`src/rtl/dbg_pkg.sv`:
```
package dbg_pkg;
  localparam logic [15:0] WR_KEY = 16'hA05F;

  localparam int B_EN    = 0;
  localparam int B_HALT  = 1;
  localparam int B_STEP  = 2;
  localparam int B_MASK  = 3;
  localparam int B_SNAP  = 5;
  localparam int B_PMOV  = 6;
  localparam int B_RDY   = 16;
  localparam int B_HLTD  = 17;
  localparam int B_SLEEP = 18;
  localparam int B_LOCK  = 19;
  localparam int B_RET   = 24;
  localparam int B_RST   = 25;
  localparam int B_RSTRT = 26;

  typedef struct packed {
    logic pmov;
    logic snap;
    logic mask;
    logic step;
    logic halt;
    logic en;
  } ctrl_t;

  typedef struct packed {
    logic restart_st;
    logic reset_st;
    logic retire_st;
    logic lockup;
    logic sleep;
    logic halted;
    logic rdy;
  } stat_t;
endpackage

```
`src/rtl/dbg_ctrl.sv`:
```
module dbg_ctrl
  import dbg_pkg::*;
(
  input  logic        clk_i,
  input  logic        rst_ni,
  input  logic        wr_i,
  input  logic [31:0] wdata_i,
  input  logic        retire_i,
  input  logic        halted_i,
  output ctrl_t       ctrl_o,
  output logic        restart_o
);
  ctrl_t q;
  logic  key_wr;
  logic  unused_bits;

  assign unused_bits = ^{wdata_i[15:7], wdata_i[4]};
  assign key_wr      = wr_i && (wdata_i[31:16] == WR_KEY);
  assign restart_o   = key_wr && q.halt && !wdata_i[B_HALT] && halted_i;
  assign ctrl_o      = q;

  always_ff @(posedge clk_i or negedge rst_ni) begin
    if (!rst_ni) begin
      q <= '0;
    end else if (key_wr) begin
      q.en   <= wdata_i[B_EN];
      q.halt <= wdata_i[B_HALT];
      q.step <= wdata_i[B_STEP];
      q.snap <= wdata_i[B_SNAP];
      q.pmov <= wdata_i[B_PMOV];
      if (q.halt && wdata_i[B_HALT]) q.mask <= wdata_i[B_MASK];
    end else if (q.en && q.step && !q.halt && retire_i) begin
      q.halt <= 1'b1;  // step done: stop again
    end
  end


  key_gate_chk: assert property (@(posedge clk_i) disable iff (!rst_ni)
    (wr_i && wdata_i[31:16] != WR_KEY) |=> ($stable(q.en) && $stable(q.step) && $stable(q.mask)));


  mask_rule_chk: assert property (@(posedge clk_i) disable iff (!rst_ni)
    !(key_wr && q.halt && wdata_i[B_HALT]) |=> $stable(q.mask));


  step_halt_chk: assert property (@(posedge clk_i) disable iff (!rst_ni)
    (!wr_i && q.en && q.step && !q.halt && retire_i) |=> q.halt);
endmodule

```
`src/rtl/dbg_status.sv`:
```
module dbg_status
  import dbg_pkg::*;
(
  input  logic  clk_i,
  input  logic  rst_ni,
  input  logic  rd_i,
  input  logic  sel_wr_i,
  input  logic  xfer_done_i,
  input  logic  core_halted_i,
  input  logic  core_sleep_i,
  input  logic  core_lockup_i,
  input  logic  core_retire_i,
  input  logic  core_reset_i,
  input  logic  restart_i,
  output stat_t stat_o
);
  stat_t q;
  assign stat_o = q;

  always_ff @(posedge clk_i or negedge rst_ni) begin
    if (!rst_ni) begin
      q     <= '0;
      q.rdy <= 1'b1;
    end else begin
      q.halted <= core_halted_i;
      q.sleep  <= core_sleep_i;
      q.lockup <= core_lockup_i && !core_halted_i;
      if (sel_wr_i)         q.rdy <= 1'b0;
      else if (xfer_done_i) q.rdy <= 1'b1;
      // set beats clear-on-read
      q.retire_st  <= core_retire_i || (q.retire_st  && !rd_i);
      q.reset_st   <= core_reset_i  || (q.reset_st   && !rd_i);
      q.restart_st <= restart_i     || (q.restart_st && !rd_i);
    end
  end


  halted_lag_chk: assert property (@(posedge clk_i) disable iff (!rst_ni)
    1'b1 |=> (q.halted == $past(core_halted_i)));


  lockup_clr_chk: assert property (@(posedge clk_i) disable iff (!rst_ni)
    core_halted_i |=> !q.lockup);


  rdy_clr_chk: assert property (@(posedge clk_i) disable iff (!rst_ni)
    sel_wr_i |=> !q.rdy);


  sticky_clr_chk: assert property (@(posedge clk_i) disable iff (!rst_ni)
    (rd_i && !core_retire_i) |=> !q.retire_st);
endmodule

```
`src/rtl/dbg_fault.sv`:
```
module dbg_fault #(
  parameter int FW = 5
) (
  input  logic          clk_i,
  input  logic          rst_ni,
  input  logic          wr_i,
  input  logic [FW-1:0] wdata_i,
  input  logic [FW-1:0] evt_i,
  output logic [FW-1:0] fsr_o
);
  logic [FW-1:0] clr;
  assign clr = wr_i ? wdata_i : '0;

  always_ff @(posedge clk_i or negedge rst_ni) begin
    if (!rst_ni) fsr_o <= '0;
    else         fsr_o <= (fsr_o & ~clr) | evt_i;
  end


  fault_set_chk: assert property (@(posedge clk_i) disable iff (!rst_ni)
    (|evt_i) |=> ((fsr_o & $past(evt_i)) == $past(evt_i)));
endmodule

```
`src/rtl/dbg_halt_ctrl.sv`:
```
module dbg_halt_ctrl
  import dbg_pkg::*;
#(
  parameter int AW      = 4,
  parameter int FW      = 5,
  parameter int CSR_IDX = 0,
  parameter int FSR_IDX = 1
) (
  input  logic          clk_i,
  input  logic          rst_ni,
  input  logic          req_i,
  input  logic          we_i,
  input  logic [AW-1:0] addr_i,
  input  logic [31:0]   wdata_i,
  output logic [31:0]   rdata_o,
  input  logic          sel_wr_i,
  input  logic          xfer_done_i,
  input  logic          core_halted_i,
  input  logic          core_sleep_i,
  input  logic          core_lockup_i,
  input  logic          core_retire_i,
  input  logic          core_reset_i,
  input  logic [FW-1:0] fault_evt_i,
  output logic          halt_req_o,
  output logic          step_o,
  output logic          mask_o
);
  ctrl_t         ctrl;
  stat_t         stat;
  logic [FW-1:0] fsr;
  logic          csr_sel, fsr_sel, restart;

  assign csr_sel = (addr_i == AW'(CSR_IDX));
  assign fsr_sel = (addr_i == AW'(FSR_IDX));

  dbg_ctrl u_ctrl (
    .clk_i    (clk_i),
    .rst_ni   (rst_ni),
    .wr_i     (req_i && we_i && csr_sel),
    .wdata_i  (wdata_i),
    .retire_i (core_retire_i),
    .halted_i (stat.halted),
    .ctrl_o   (ctrl),
    .restart_o(restart)
  );

  dbg_status u_stat (
    .clk_i        (clk_i),
    .rst_ni       (rst_ni),
    .rd_i         (req_i && !we_i && csr_sel),
    .sel_wr_i     (sel_wr_i),
    .xfer_done_i  (xfer_done_i),
    .core_halted_i(core_halted_i),
    .core_sleep_i (core_sleep_i),
    .core_lockup_i(core_lockup_i),
    .core_retire_i(core_retire_i),
    .core_reset_i (core_reset_i),
    .restart_i    (restart),
    .stat_o       (stat)
  );

  dbg_fault #(.FW(FW)) u_fault (
    .clk_i  (clk_i),
    .rst_ni (rst_ni),
    .wr_i   (req_i && we_i && fsr_sel),
    .wdata_i(wdata_i[FW-1:0]),
    .evt_i  (fault_evt_i),
    .fsr_o  (fsr)
  );

  assign halt_req_o = ctrl.en && ctrl.halt;
  assign step_o     = ctrl.en && ctrl.step;
  assign mask_o     = ctrl.en && ctrl.mask;

  always_comb begin
    rdata_o = '0;
    if (csr_sel) begin
      rdata_o[B_EN]    = ctrl.en;
      rdata_o[B_HALT]  = ctrl.halt;
      rdata_o[B_STEP]  = ctrl.step;
      rdata_o[B_MASK]  = ctrl.mask;
      rdata_o[B_SNAP]  = ctrl.snap;
      rdata_o[B_PMOV]  = ctrl.pmov;
      rdata_o[B_RDY]   = stat.rdy;
      rdata_o[B_HLTD]  = stat.halted;
      rdata_o[B_SLEEP] = stat.sleep;
      rdata_o[B_LOCK]  = stat.lockup;
      rdata_o[B_RET]   = stat.retire_st;
      rdata_o[B_RST]   = stat.reset_st;
      rdata_o[B_RSTRT] = stat.restart_st;
    end else if (fsr_sel) begin
      rdata_o = 32'(fsr);
    end
  end


  out_gate_chk: assert property (@(posedge clk_i) disable iff (!rst_ni)
    !ctrl.en |-> !(halt_req_o || step_o || mask_o));
endmodule

```
`config.mk`:
```
export PLATFORM = sky130hd
export DESIGN_NAME = dbg_halt_ctrl
export DESIGN_NICKNAME = d
export VERILOG_FILES = /design/src/rtl/dbg_pkg.sv /design/src/rtl/dbg_ctrl.sv /design/src/rtl/dbg_status.sv /design/src/rtl/dbg_fault.sv /design/src/rtl/dbg_halt_ctrl.sv
export SDC_FILE = /design/constraint.sdc
export NUM_CORES = 1
export LEC_CHECK = 0
export ABC_AREA = 1
export BUFFER_PORTS_ARGS = -buffer_cell sky130_fd_sc_hd__buf_4
export CORE_UTILIZATION = 44
export CTS_CLUSTER_DIAMETER = 30
export CTS_CLUSTER_SIZE = 24
export DETAILED_ROUTE_END_ITERATION = 16
export PLACE_DENSITY = 0.89
export SYNTH_ARGS = -nofsm -noshare
export SYNTH_HDL_FRONTEND = slang
export SYNTH_SLANG_ARGS = --single-unit
export TNS_END_PERCENT = 100
```
`constraint.sdc`:
```
create_clock -name clk_i -period 2 [get_ports clk_i]
set_input_delay 0.1 -clock clk_i [delete_from_list [all_inputs] [get_ports clk_i]]
set_output_delay 0.1 -clock clk_i [all_outputs]
set_load 0.03 [all_outputs]
```
==> metrics.cfg <==
[power]
leakage_nw = 1.10
pwr-share-comb_pct = 25.0
p_total_uw = 796
seqPwrFrac_pct = 46.8
p_sw_share_pct = 28.7
power.switching_uw = 228
clkPwrFrac_pct = 28.2
vdd_ir_drop_max_mv = 0.367
p_int_uw = 568
powerDensity_mw_per_mm2 = 439

[sta]
rsz0062_at_grt = false
min_period_ns = 1.24
setup-tns-final_ns = 0
setup_slack_ns = 0.765
fmax_ghz = 0.809
finalCritPeriodShare_pct = 61.8
finClkSkew_ns = 0.00554
finalHoldViolations = 0
setup_viol = 0
fin_hold_ws_ns = 0.0185
report.final.slew_viol_count = 0

[cts]
cts_buffers = 3
tritoncts = built
post_cts_buffers = 0
clock-sinks = 18
insertion_delay_ns = 0.29
cts_resized = 0
clk_pin_slew_worst_paths_ns = 0.11
cts_hold_buf = 9
cts-root-buf = clkbuf_4
clockBufferDepth = 2
htree_levels = 1

[yosys]
synthesis.area_sq_mm = 0.00126
netlist_instances = 181
ys_seq_elements = 18
ys_warn_count = 0
synth_top_area_share_pct = 33.8
synthDistinctLibCells = 22
yosysSeqAreaShare_pct = 35.8
syn_area_per_cell_sq_um = 6.96
yosysTopAreaCell = dfrtp_1
synth_top_cells_by_area = dfrtp_1 34%, inv_1 12%, nand2_1 11%

[layout]
n_antenna_cell = 0
area_growth_pct = 43.8
final_core_util_pct = 66.3
layout-drive-gt1-share_pct = 30.4
nets = 306
fill_cells = 258

[setup_path]
cp-start-kind = flip-flop
endpoint_kind = output pin
cp_slowest_stage_delay_ns = 0.41
critPathRequiredTime_ns = 1.90
critPathArrivalTime_ns = 1.14
crit_chain = inv_1, o22ai_1, buf_4
crit_type = reg2out
crit_fanout = 4
critPathSlowestCell = dfrtp_1

[floorplanning]
start_util_pct = 46.1
design.core.area_sq_mm = 0.00273
rows = 19
die-area_sq_mm = 0.00308
pin_count = 87
die_h_microns = 55.5
die_x_microns = 55.5

[route]
routed_via_density = 4.32
vias = 1226
drt-wirelength-per-cell_microns = 9.57
wl_mm = 2.72
drt_iter0_markers = 18
firstDrtPassIters = 4
drc_errors = 0
ant_nets = 0

[hold_path]
min-delay-path-class = in2reg

[global_routing]
grt-ovfl-total = 0
antenna_found_initial = 0
grt_pass1_vias = 1154
track_usage_pct = 18.8
grt_pass1_wl_mm = 4.58
grt_max_degree = 19

[place]
dp_slack_ns = 0.885
place.gp.congestion = 0.796
dp_hpwl_mm = 2.14
portBuffers = 59

[flow_run]
cap_violations = 0

[status]
outcome = finished, final reports clean

per-layer routing:
| metal | part of all wire, % | vias up | global-route usage, % |
|---|---|---|---|
| li1 | - | 643 | - |
| met1 | 40 | 535 | 21.7 |
| met2 | 53 | 44 | 34.4 |
| met3 | 6.2 | 4 | 4.45 |
| met4 | 0.77 | 0 | 5.36 |
| met5 | 0 | - | 0 |
critical path: cells and delay by family (launching register included):
kind | cells | cell delay, ns
compound gates | 1 | 0.17
buf+inv | 2 | 0.26
flops | 1 | 0.41
Yosys cell counts:
library cell and count:
nand3b_4 1, nand2_4 1, buf_2 1, nand3_1 6
nor2_2 3, dfrtp_1 17, o22ai_1 1, or2_1 5
nor2_1 27, o21ai_0 6, buf_4 18, inv_2 1
nand4_1 3, nor2_4 4, inv_1 39, dfstp_2 1
nand2_2 2, conb_1 1, nand2_1 37, nand3_4 1
o21bai_1 1, a21oi_1 5
per-stage QoR:
stage / cells / area, sq um
after floorplan: 198 / 1320
after global placement: 269 / 1670
after detailed placement: 269 / 1670
after CTS: 282 / 1790
after global routing: 284 / 1810
final: 284 / 1810
cells by family (layout without fill, tap and decap cells):
logic type / Yosys count / count (layout) / share of synthesized area [%]
simple gates: 90 / 90 / 35.4
buf+inv: 59 / 114 / 23.0
flops: 18 / 18 / 35.8
compound gates: 13 / 13 / 5.46
other cells: 1 / 18 / 0.298
worst paths after layout:
kind	from	to	slack (ns)	cells past startpoint
max	u_ctrl.ctrl_o[1]	rdata_o[1]	0.76	3
min	core_retire_i	u_stat.stat_o[4]	0.02	3
max reg2reg	u_ctrl.ctrl_o[1]	u_ctrl.ctrl_o[3]	1.12	5
min reg2reg	u_ctrl.ctrl_o[5]	u_ctrl.ctrl_o[5]	0.48	2
max in group asynchronous	rst_ni	u_stat.stat_o[0]	1.55	2
min in group asynchronous	rst_ni	u_fault.fsr_o[4]	0.19	2
registers in the layout, indices dropped and copies added, names as in the netlist:
name / cells
u_ctrl.ctrl_o: 6
u_fault.fsr_o: 5
u_stat.stat_o: 7
power groups by stage:
stage,combinational (mW),clock [mW],sequential [mW]
2_1_floorplan,0.120,0,0.379
3_3_place_gp,0.181,0,0.379
3_5_place_dp,0.183,0,0.380
4_1_cts,0.197,0.231,0.372
5_1_grt,0.217,0.251,0.373
6_report,0.199,0.225,0.372
layout by cell type, fill, tap and decap left out, types with 2 or more instances in the layout:
| cell type | n |
|---|---|
| nand2_2 | 2 |
| clkbuf_4 | 3 |
| a21oi_1 | 5 |
| dlygate4sd3_1 | 11 |
| nand3_1 | 6 |
| nor2_2 | 3 |
| conb_1 | 18 |
| o21ai_0 | 6 |
| or2_1 | 5 |
| nor2_1 | 27 |
| dfrtp_1 | 17 |
| buf_4 | 59 |
| nor2_4 | 4 |
| nand2_1 | 37 |
| inv_1 | 39 |
| nand4_1 | 3 |
area by class of cell:
| type | count | area (sq um) | area share [%] |
|---|---|---|---|
| Tap cell | 31 | 38.8 | 2.14 |
| Inverter | 40 | 150 | 8.29 |
| Sequential cell | 18 | 452 | 24.9 |
| Clock buffer | 4 | 36.3 | 2.00 |
| Multi-Input combinational cell | 121 | 582 | 32.1 |
| Timing Repair Buffer | 70 | 553 | 30.5 |
No activity file was read; power rests on OpenSTA's default activity.
